[config.mk]
export PLATFORM = sky130hd
export DESIGN_NAME = bus_break_cmp
export DESIGN_NICKNAME = d
export VERILOG_FILES = /design/src/rtl/bus_break_cmp.sv
export SDC_FILE = /design/constraint.sdc
export NUM_CORES = 1
export LEC_CHECK = 0
export ABC_CLOCK_PERIOD_IN_PS = 1880
export BUFFER_PORTS_ARGS = -buffer_cell sky130_fd_sc_hd__clkbuf_2
export CAP_MARGIN = 25
export CORE_ASPECT_RATIO = 1.4
export CORE_MARGIN = 4
export CORE_UTILIZATION = 51
export CTS_CLUSTER_SIZE = 14
export DETAILED_ROUTE_END_ITERATION = 16
export PLACE_DENSITY = 0.76
export SLEW_MARGIN = 20
export SYNTH_ARGS = -nofsm -noshare
export SYNTH_HDL_FRONTEND = slang
export SYNTH_SLANG_ARGS = --single-unit
export TNS_END_PERCENT = 100
[constraint.sdc]
create_clock -name clk -period 1.88 [get_ports clk]
set_clock_uncertainty 0.1 [all_clocks]
set_input_delay 0.094 -clock clk [delete_from_list [all_inputs] [get_ports clk]]
set_output_delay 0.094 -clock clk [all_outputs]
set_load 0.1 [all_outputs]
[src/rtl/bus_break_cmp.sv]
module bus_break_cmp #(
  parameter int AW = 32,
  parameter int DW = 32,
  parameter int IW = 8
) (
  input  logic          clk,
  input  logic          rst_n,
  input  logic          reg_we,
  input  logic [3:0]    reg_addr,
  input  logic [31:0]   reg_wdata,
  output logic [31:0]   reg_rdata,
  input  logic          bus_valid,
  input  logic [AW-1:0] bus_addr,
  input  logic [IW-1:0] bus_asid,
  input  logic [1:0]    bus_size,
  input  logic          bus_write,
  input  logic          bus_insn,
  input  logic [DW-1:0] bus_data,
  output logic          brk_req,
  output logic          brk_after
);
  localparam logic [3:0] O_AADR = 4'd0, O_AMSK = 4'd1, O_AID = 4'd2, O_ACYC = 4'd3,
                         O_BADR = 4'd4, O_BMSK = 4'd5, O_BID = 4'd6, O_BCYC = 4'd7,
                         O_BDAT = 4'd8, O_BDMK = 4'd9, O_CTRL = 4'd10;
  localparam logic [15:0] CTRL_KEEP = 16'h04C8;

  logic [AW-1:0] a_adr, b_adr;
  logic [7:0]    a_msk, b_msk, a_cyc, b_cyc;
  logic [IW-1:0] a_id, b_id;
  logic [DW-1:0] b_dat, b_dmk;
  logic [15:0]   ctrl;
  logic          armed;

  function automatic logic adr_ok(input logic [AW-1:0] r, a, input logic [7:0] m);
    logic [AW-1:0] ign;
    case ({m[3], m[1], m[0]})
      3'b000:  ign = '0;
      3'b001:  ign = AW'((64'd1 << 10) - 1);
      3'b010:  ign = AW'((64'd1 << 12) - 1);
      3'b100:  ign = AW'((64'd1 << 16) - 1);
      3'b101:  ign = AW'((64'd1 << 20) - 1);
      default: ign = '1;
    endcase
    return ((r ^ a) & ~ign) == '0;
  endfunction

  function automatic logic cyc_ok(input logic [7:0] c, input logic [1:0] sz, input logic wr, ins);
    logic s;
    case ({c[6], c[1:0]})
      3'b000:  s = 1'b1;
      3'b001:  s = (sz == 2'd0);
      3'b010:  s = (sz == 2'd1);
      3'b011:  s = (sz == 2'd2);
      3'b100:  s = (sz == 2'd3);
      default: s = 1'b0;
    endcase
    return s && (wr ? c[3] : c[2]) && (ins ? c[4] : c[5]);
  endfunction

  wire hit_a = bus_valid && adr_ok(a_adr, bus_addr, a_msk) &&
               (a_msk[2] || a_id == bus_asid) && cyc_ok(a_cyc, bus_size, bus_write, bus_insn);
  wire hit_b = bus_valid && adr_ok(b_adr, bus_addr, b_msk) &&
               (b_msk[2] || b_id == bus_asid) && cyc_ok(b_cyc, bus_size, bus_write, bus_insn) &&
               (!ctrl[7] || ((b_dat ^ bus_data) & ~b_dmk) == '0);

  wire seq     = ctrl[3];
  wire ctrl_wr = reg_we && reg_addr == O_CTRL;
  wire fire    = seq ? (hit_b && armed) : (hit_a || hit_b);
  wire tag     = (!seq && hit_a) ? ctrl[10] : ctrl[6];

  always_ff @(posedge clk) begin
    if (!rst_n) begin
      a_adr <= '0; b_adr <= '0; a_msk <= '0; b_msk <= '0; a_cyc <= '0; b_cyc <= '0;
      a_id <= '0; b_id <= '0; b_dat <= '0; b_dmk <= '0; ctrl <= '0;
      armed <= 1'b0; brk_req <= 1'b0; brk_after <= 1'b0;
    end else begin
      if (reg_we) begin
        case (reg_addr)
          O_AADR: a_adr <= reg_wdata[AW-1:0];
          O_AMSK: a_msk <= reg_wdata[7:0];
          O_AID:  a_id  <= reg_wdata[IW-1:0];
          O_ACYC: a_cyc <= reg_wdata[7:0];
          O_BADR: b_adr <= reg_wdata[AW-1:0];
          O_BMSK: b_msk <= reg_wdata[7:0];
          O_BID:  b_id  <= reg_wdata[IW-1:0];
          O_BCYC: b_cyc <= reg_wdata[7:0];
          O_BDAT: b_dat <= reg_wdata[DW-1:0];
          O_BDMK: b_dmk <= reg_wdata[DW-1:0];
          default: ;
        endcase
      end
      if (ctrl_wr) begin
        ctrl[13:0] <= reg_wdata[13:0] & CTRL_KEEP[13:0];
        ctrl[15]   <= (ctrl[15] & reg_wdata[15]) | hit_a;
        ctrl[14]   <= (ctrl[14] & reg_wdata[14]) | hit_b;
      end else begin
        ctrl[15] <= ctrl[15] | hit_a;
        ctrl[14] <= ctrl[14] | hit_b;
      end
      if (!seq || ctrl_wr || fire) armed <= 1'b0;
      else if (hit_a)              armed <= 1'b1;
      brk_req   <= fire;
      brk_after <= fire && tag;
    end
  end

  always_comb begin
    case (reg_addr)
      O_AADR:  reg_rdata = 32'(a_adr);
      O_AMSK:  reg_rdata = {24'd0, a_msk};
      O_AID:   reg_rdata = 32'(a_id);
      O_ACYC:  reg_rdata = {24'd0, a_cyc};
      O_BADR:  reg_rdata = 32'(b_adr);
      O_BMSK:  reg_rdata = {24'd0, b_msk};
      O_BID:   reg_rdata = 32'(b_id);
      O_BCYC:  reg_rdata = {24'd0, b_cyc};
      O_BDAT:  reg_rdata = 32'(b_dat);
      O_BDMK:  reg_rdata = 32'(b_dmk);
      O_CTRL:  reg_rdata = {16'd0, ctrl};
      default: reg_rdata = '0;
    endcase
  end

  a_r10_tag_needs_req: assert property (@(posedge clk) disable iff (!rst_n)
    !brk_req |-> !brk_after);
  a_r10_single_pulse: assert property (@(posedge clk) disable iff (!rst_n)
    brk_req && !$past(bus_valid, 2) |-> !$past(brk_req));
  a_r8_seq_needs_arm: assert property (@(posedge clk) disable iff (!rst_n)
    brk_req && $past(seq) |-> $past(armed));
  a_r9_flag_a_sticky: assert property (@(posedge clk) disable iff (!rst_n)
    $past(ctrl[15]) && !$past(ctrl_wr) |-> ctrl[15]);
  a_r9_flag_b_sticky: assert property (@(posedge clk) disable iff (!rst_n)
    $past(ctrl[14]) && !$past(ctrl_wr) |-> ctrl[14]);
  a_r7_req_sets_flag: assert property (@(posedge clk) disable iff (!rst_n)
    brk_req |-> (ctrl[15] || ctrl[14]));
  a_r11_reset_quiet: assert property (@(posedge clk)
    !rst_n |=> !brk_req);
endmodule

# Word-level counts from Yosys, hierarchy flattened
# Cells that the tools add are included.
# classes
eq_ne,31
muxes,12
bitwise_logic,16
reduce_logical,43
# ops
cell,count
one-hot mux 32 bit (11 select lines),1
one-hot mux 32 bit (5 select lines),2
bitwise AND 32 bit,3
logical NOT 32 bit,3
inverter 32 bit,3
XOR 32 bit,3
AND reduction 2 bit,10
== test 3 x 2 -> 1 bit (second input constant),6
== test 3 bit (second input constant),6
== test 4 x 3 -> 1 bit (second input constant),4
== test 8 bit,2
logical AND 1 bit,15
== test 3 x 1 -> 1 bit (second input constant),4
== test 4 bit (second input constant),3
logical NOT 3 bit,4
one-hot mux 1 bit (5 select lines),2
== test 4 x 2 -> 1 bit (second input constant),2
logical OR 1 bit,6
2-to-1 mux 1 bit,6
== test 2 bit (second input constant),2
== test 4 x 1 -> 1 bit (second input constant),1
logical NOT 4 bit,1
OR 1 bit,4
bitwise AND 1 bit,2
6 further kinds,7
# word_totals
reg_bits,185
in_bits,116
out_inout_bits,34
word_cells,117

# Logic depth before layout (Yosys ltp)
# depth
depth_word,13
mapped_depth,8
mapped_depth_nobuf,6

# Least setup slack after synthesis
# Ideal clock, no wire load.
# synth_timing
kind,input -> output
from,in reg_addr[2]
to,out reg_rdata[0]
arrival_ns,3.018
required_time_ns,1.686
setup_slack_ns,-1.332
stages,7
n_path_buf,3
cell_sequence,buf_2 buf_2 buf_2 nand3_1 o21ai_0 a21oi_1 o21ai_0
# synth_between
elab_chain_len,2
elab_cells_between_ends,12
cone_classes,eq/ne (10); mux (1); reduce/logical (1)
# synth_rtl
item,line,source
start: declaration,9,"input logic [3:0] reg_addr,"
"== test 4 bit, or another cell as far along",108,case (reg_addr)
one-hot mux 32 bit (11 select lines) (*),108,
end: declaration,11,"output logic [31:0] reg_rdata,"
# Every way passes the cells marked *; elsewhere a longest branch is shown, timed or not.

# Worst setup path after layout
# layout_timing
from,reg b_cyc[6]
to,out reg_rdata[6]
# layout_between
elab_chain_len,1
# layout_rtl
item,line,source
start: declaration,28,"logic [7:0] a_msk, b_msk, a_cyc, b_cyc;"
start signal: assignment,86,O_BCYC: b_cyc <= reg_wdata[7:0];
one-hot mux 32 bit (11 select lines),108,
# Every way passes these cells.

==> flow_summary.yaml <==
die:
  die_w_um: 122
  die-area_um2: 20300
  start_util_pct: 52.5
  ioPinCount: 150
  rows: 57
  die_h_um: 167
  core-area_um2: 17500
power_and_ir_drop:
  total_leakage_power_uw: 0.00522
  p_sw_share_pct: 26.0
  p_sw_uw: 2290
  ir_drop_mv: 0.575
  total_power_uw: 8790
  p_clk_share_pct: 42.3
  power_density_nw_per_um2: 666
  pwr-share-seq_pct: 45.6
  intPower_uw: 6500
  p_comb_share_pct: 12.1
drt:
  route.final.wire_length_um: 35400
  met1_length_um: 12100
  firstDrtPassIters: 5
  wire_per_inst_um: 20.9
  viasPerCell: 5.95
  dr_wl_met3_um: 2830
  wl_met2_um: 18000
  via_count: 10100
  antenna_left: 0
  post-route-drc-count: 0
  drtIter0Drc: 1068
  top_layer_used: "met4"
run_status:
  status: "finished with violations"
  violations: "setup timing"
global_route:
  antenna_found_initial: 0
  grt_start_max_net_pins: 78
  grt_pass1_vias: 10100
  grt-ovfl-total: 0
  grt_pass1_wl_um: 53900
  grt_usage_pct: 34.0
sta:
  fmax_mhz: 470
  hold_viol: 0
  fin_crit_ps: 2130
  fin_setup_tns_ps: -1560
  setup_viol: 10
  worst_slack_ps: -248
  period_share_pct: 113
  hold_ws_ps: 25.2
  grt_setup_unrepaired: "true"
  tightest_slew_ps: 582
  timing.final.max_slew_violations: 0
  slew_headroom_pct: 60.8
setup_path:
  crit_required_ps: 1690
  critical_path.startpoint_type: "flop"
  cp.arrival_ps: 1930
  path_delay_family: "compound AO/OA/AOI/OAI gates"
  path_cells: "buf_6 -> mux2_4 -> a22o_1 -> a221oi_2 -> nand3_2 -> buf_12"
  critPathSlowestCell: "dfxtp_2"
  critical_path_class: "flop to output pin"
  cp-end-kind: "output pin"
  path_buf_inv: 2
  critPathMaxStageDelay_ps: 330
  critPathMaxFanout: 2
placed_design:
  place_ws_ps: -209
  gp_congestion: 1.03
  port_buffers: 149
  dp_hpwl_um: 24800
synth:
  syn-cell-area_um2: 9210
  yosysMostFrequentCell: "nand2_1"
  syn_avg_cell_area_um2: 7.93
  synth_top_area_share_pct: 40.2
  yosysTopAreaCell: "dfxtp_1"
  synth_fp_nets: 1278
  synth_common_cells: "nand2_1, dfxtp_1, a21oi_1"
  synth_area_leaders: "dfxtp_1, nand2_1, a21oi_1"
  ys_types: 56
  seq_area_frac_synth_pct: 40.2
  synthFlopType: "dfxtp_1"
  syn_inst: 1162
  synth-seq-cells: 185
  async_reset_ff_share_pct: 0
  yosys_warnings: 0
  synth_edf_count: 0
clocking:
  insertion_delay_ps: 440
  cts_buffer_depth: 2
  numCtsBuffers: 17
  cts_tree: "done"
  cts_sinks: 185
  h-tree-depth: 4
  root_buffer: "clkbuf_16"
  cts.clk_slew.worst_paths_ps: 70
cells_and_area:
  area_growth_pct: 43.4
  fin_nets: 1560
  antennaDiodeCount: 0
  layout-drive-gt1-share_pct: 32.0
worst_hold_path:
  holdCritPathClass: "input pin to flop"
flow_run:
  drv_cap: 0
[state kept, by name, indices dropped and copies added (netlist names)]
signal and count:
armed 1, a_adr 32, b_id 8, brk_after 1
a_cyc 8, a_msk 8, brk_req 1, b_cyc 8
b_adr 32, b_dat 32, b_msk 8, b_dmk 32
a_id 8, ctrl 6
[cell families after synthesis]
logic type             synth area share [%]
AO/OA/AOI/OAI                          18.6
flip-flops                             40.2
buffers and inverters                  3.82
XOR/XNOR                               10.7
AND/OR/NAND/NOR                        20.3
multiplexers                           6.32
[power by group through the flow]
stage          clock network [µW]  registers, µW  logic [µW]
3_3_place_gp                    0           4090         930
2_1_floorplan                   0           4090         459
3_5_place_dp                    0           4100         939
6_report                     3710           4010        1070
4_1_cts                      3700           4010        1000
5_1_grt                      3860           4010        1120
[metrics by stage]
step,util (%),std cells,area [µm²]
2_1_floorplan,-,1162,9340
3_3_place_gp,67.8,1630,11900
3_5_place_dp,67.8,1630,11900
4_1_cts,74.1,1693,13000
5_1_grt,75.3,1693,13200
6_report,75.3,1693,13200
[area by class of cell]
class | instances | area (µm²)
inverters | 6 | 25.0
well taps | 236 | 295
multi-input cells | 891 | 5560
clock inverters | 12 | 143
fillers | 1254 | 4340
repair buffers | 343 | 2970
flip-flops and latches | 185 | 3740
clock buffers | 20 | 467
[worst register-to-register path: cells and delay by family, from the launching register on]
family | cells | cell delay (ps)
compound gates | 3 | 850
xor+xnor | 1 | 140
buf+inv | 1 | 170
flops | 1 | 410
simple gates | 2 | 290
[final timing paths]
check / endpoint / slack, ps / depth (start not counted) / startpoint
worst max register to register: brk_after$_SDFF_PN0_ / -150 / 7 / b_cyc[1]$_SDFFE_PN0P_
worst max-delay path: reg_rdata[6] / -250 / 6 / b_cyc[6]$_SDFFE_PN0P_
worst min register to register: a_cyc[4]$_SDFFE_PN0P_ / 380 / 2 / a_cyc[4]$_SDFFE_PN0P_
worst min-delay path: b_dmk[4]$_SDFFE_PN0P_ / 30 / 3 / reg_wdata[4]
[timing repair]
action	in CTS	in global routing
setup endpoints to repair	12	27
pin swaps	30	23
resized for setup	54	45
hold endpoints to repair	106	0
hold buffers	26	0
buffers inserted	6	0
cloned	0	0
[cells in the final DEF, fill, tap and decap left out, types with 15 or more instances in the layout]
master         instances
a21oi_1              148
a22oi_1               51
buf_12                45
buf_4                142
clkbuf_16             18
clkbuf_2             117
dfxtp_1              155
dfxtp_2               30
dlygate4sd3_1         26
mux2i_1               45
nand2_1              293
nand2_2               21
nand3_1               18
nor2_1                49
o22ai_1               15
xnor2_1               72
xor2_1                34
[metal layers]
layer  up-vias  track usage, %
li1       4591               -
met1      4737            37.9
met2       603            59.6
met3       146            5.29
met4         0            21.2
met5         -               0
(Power assumes the default switching activity.)
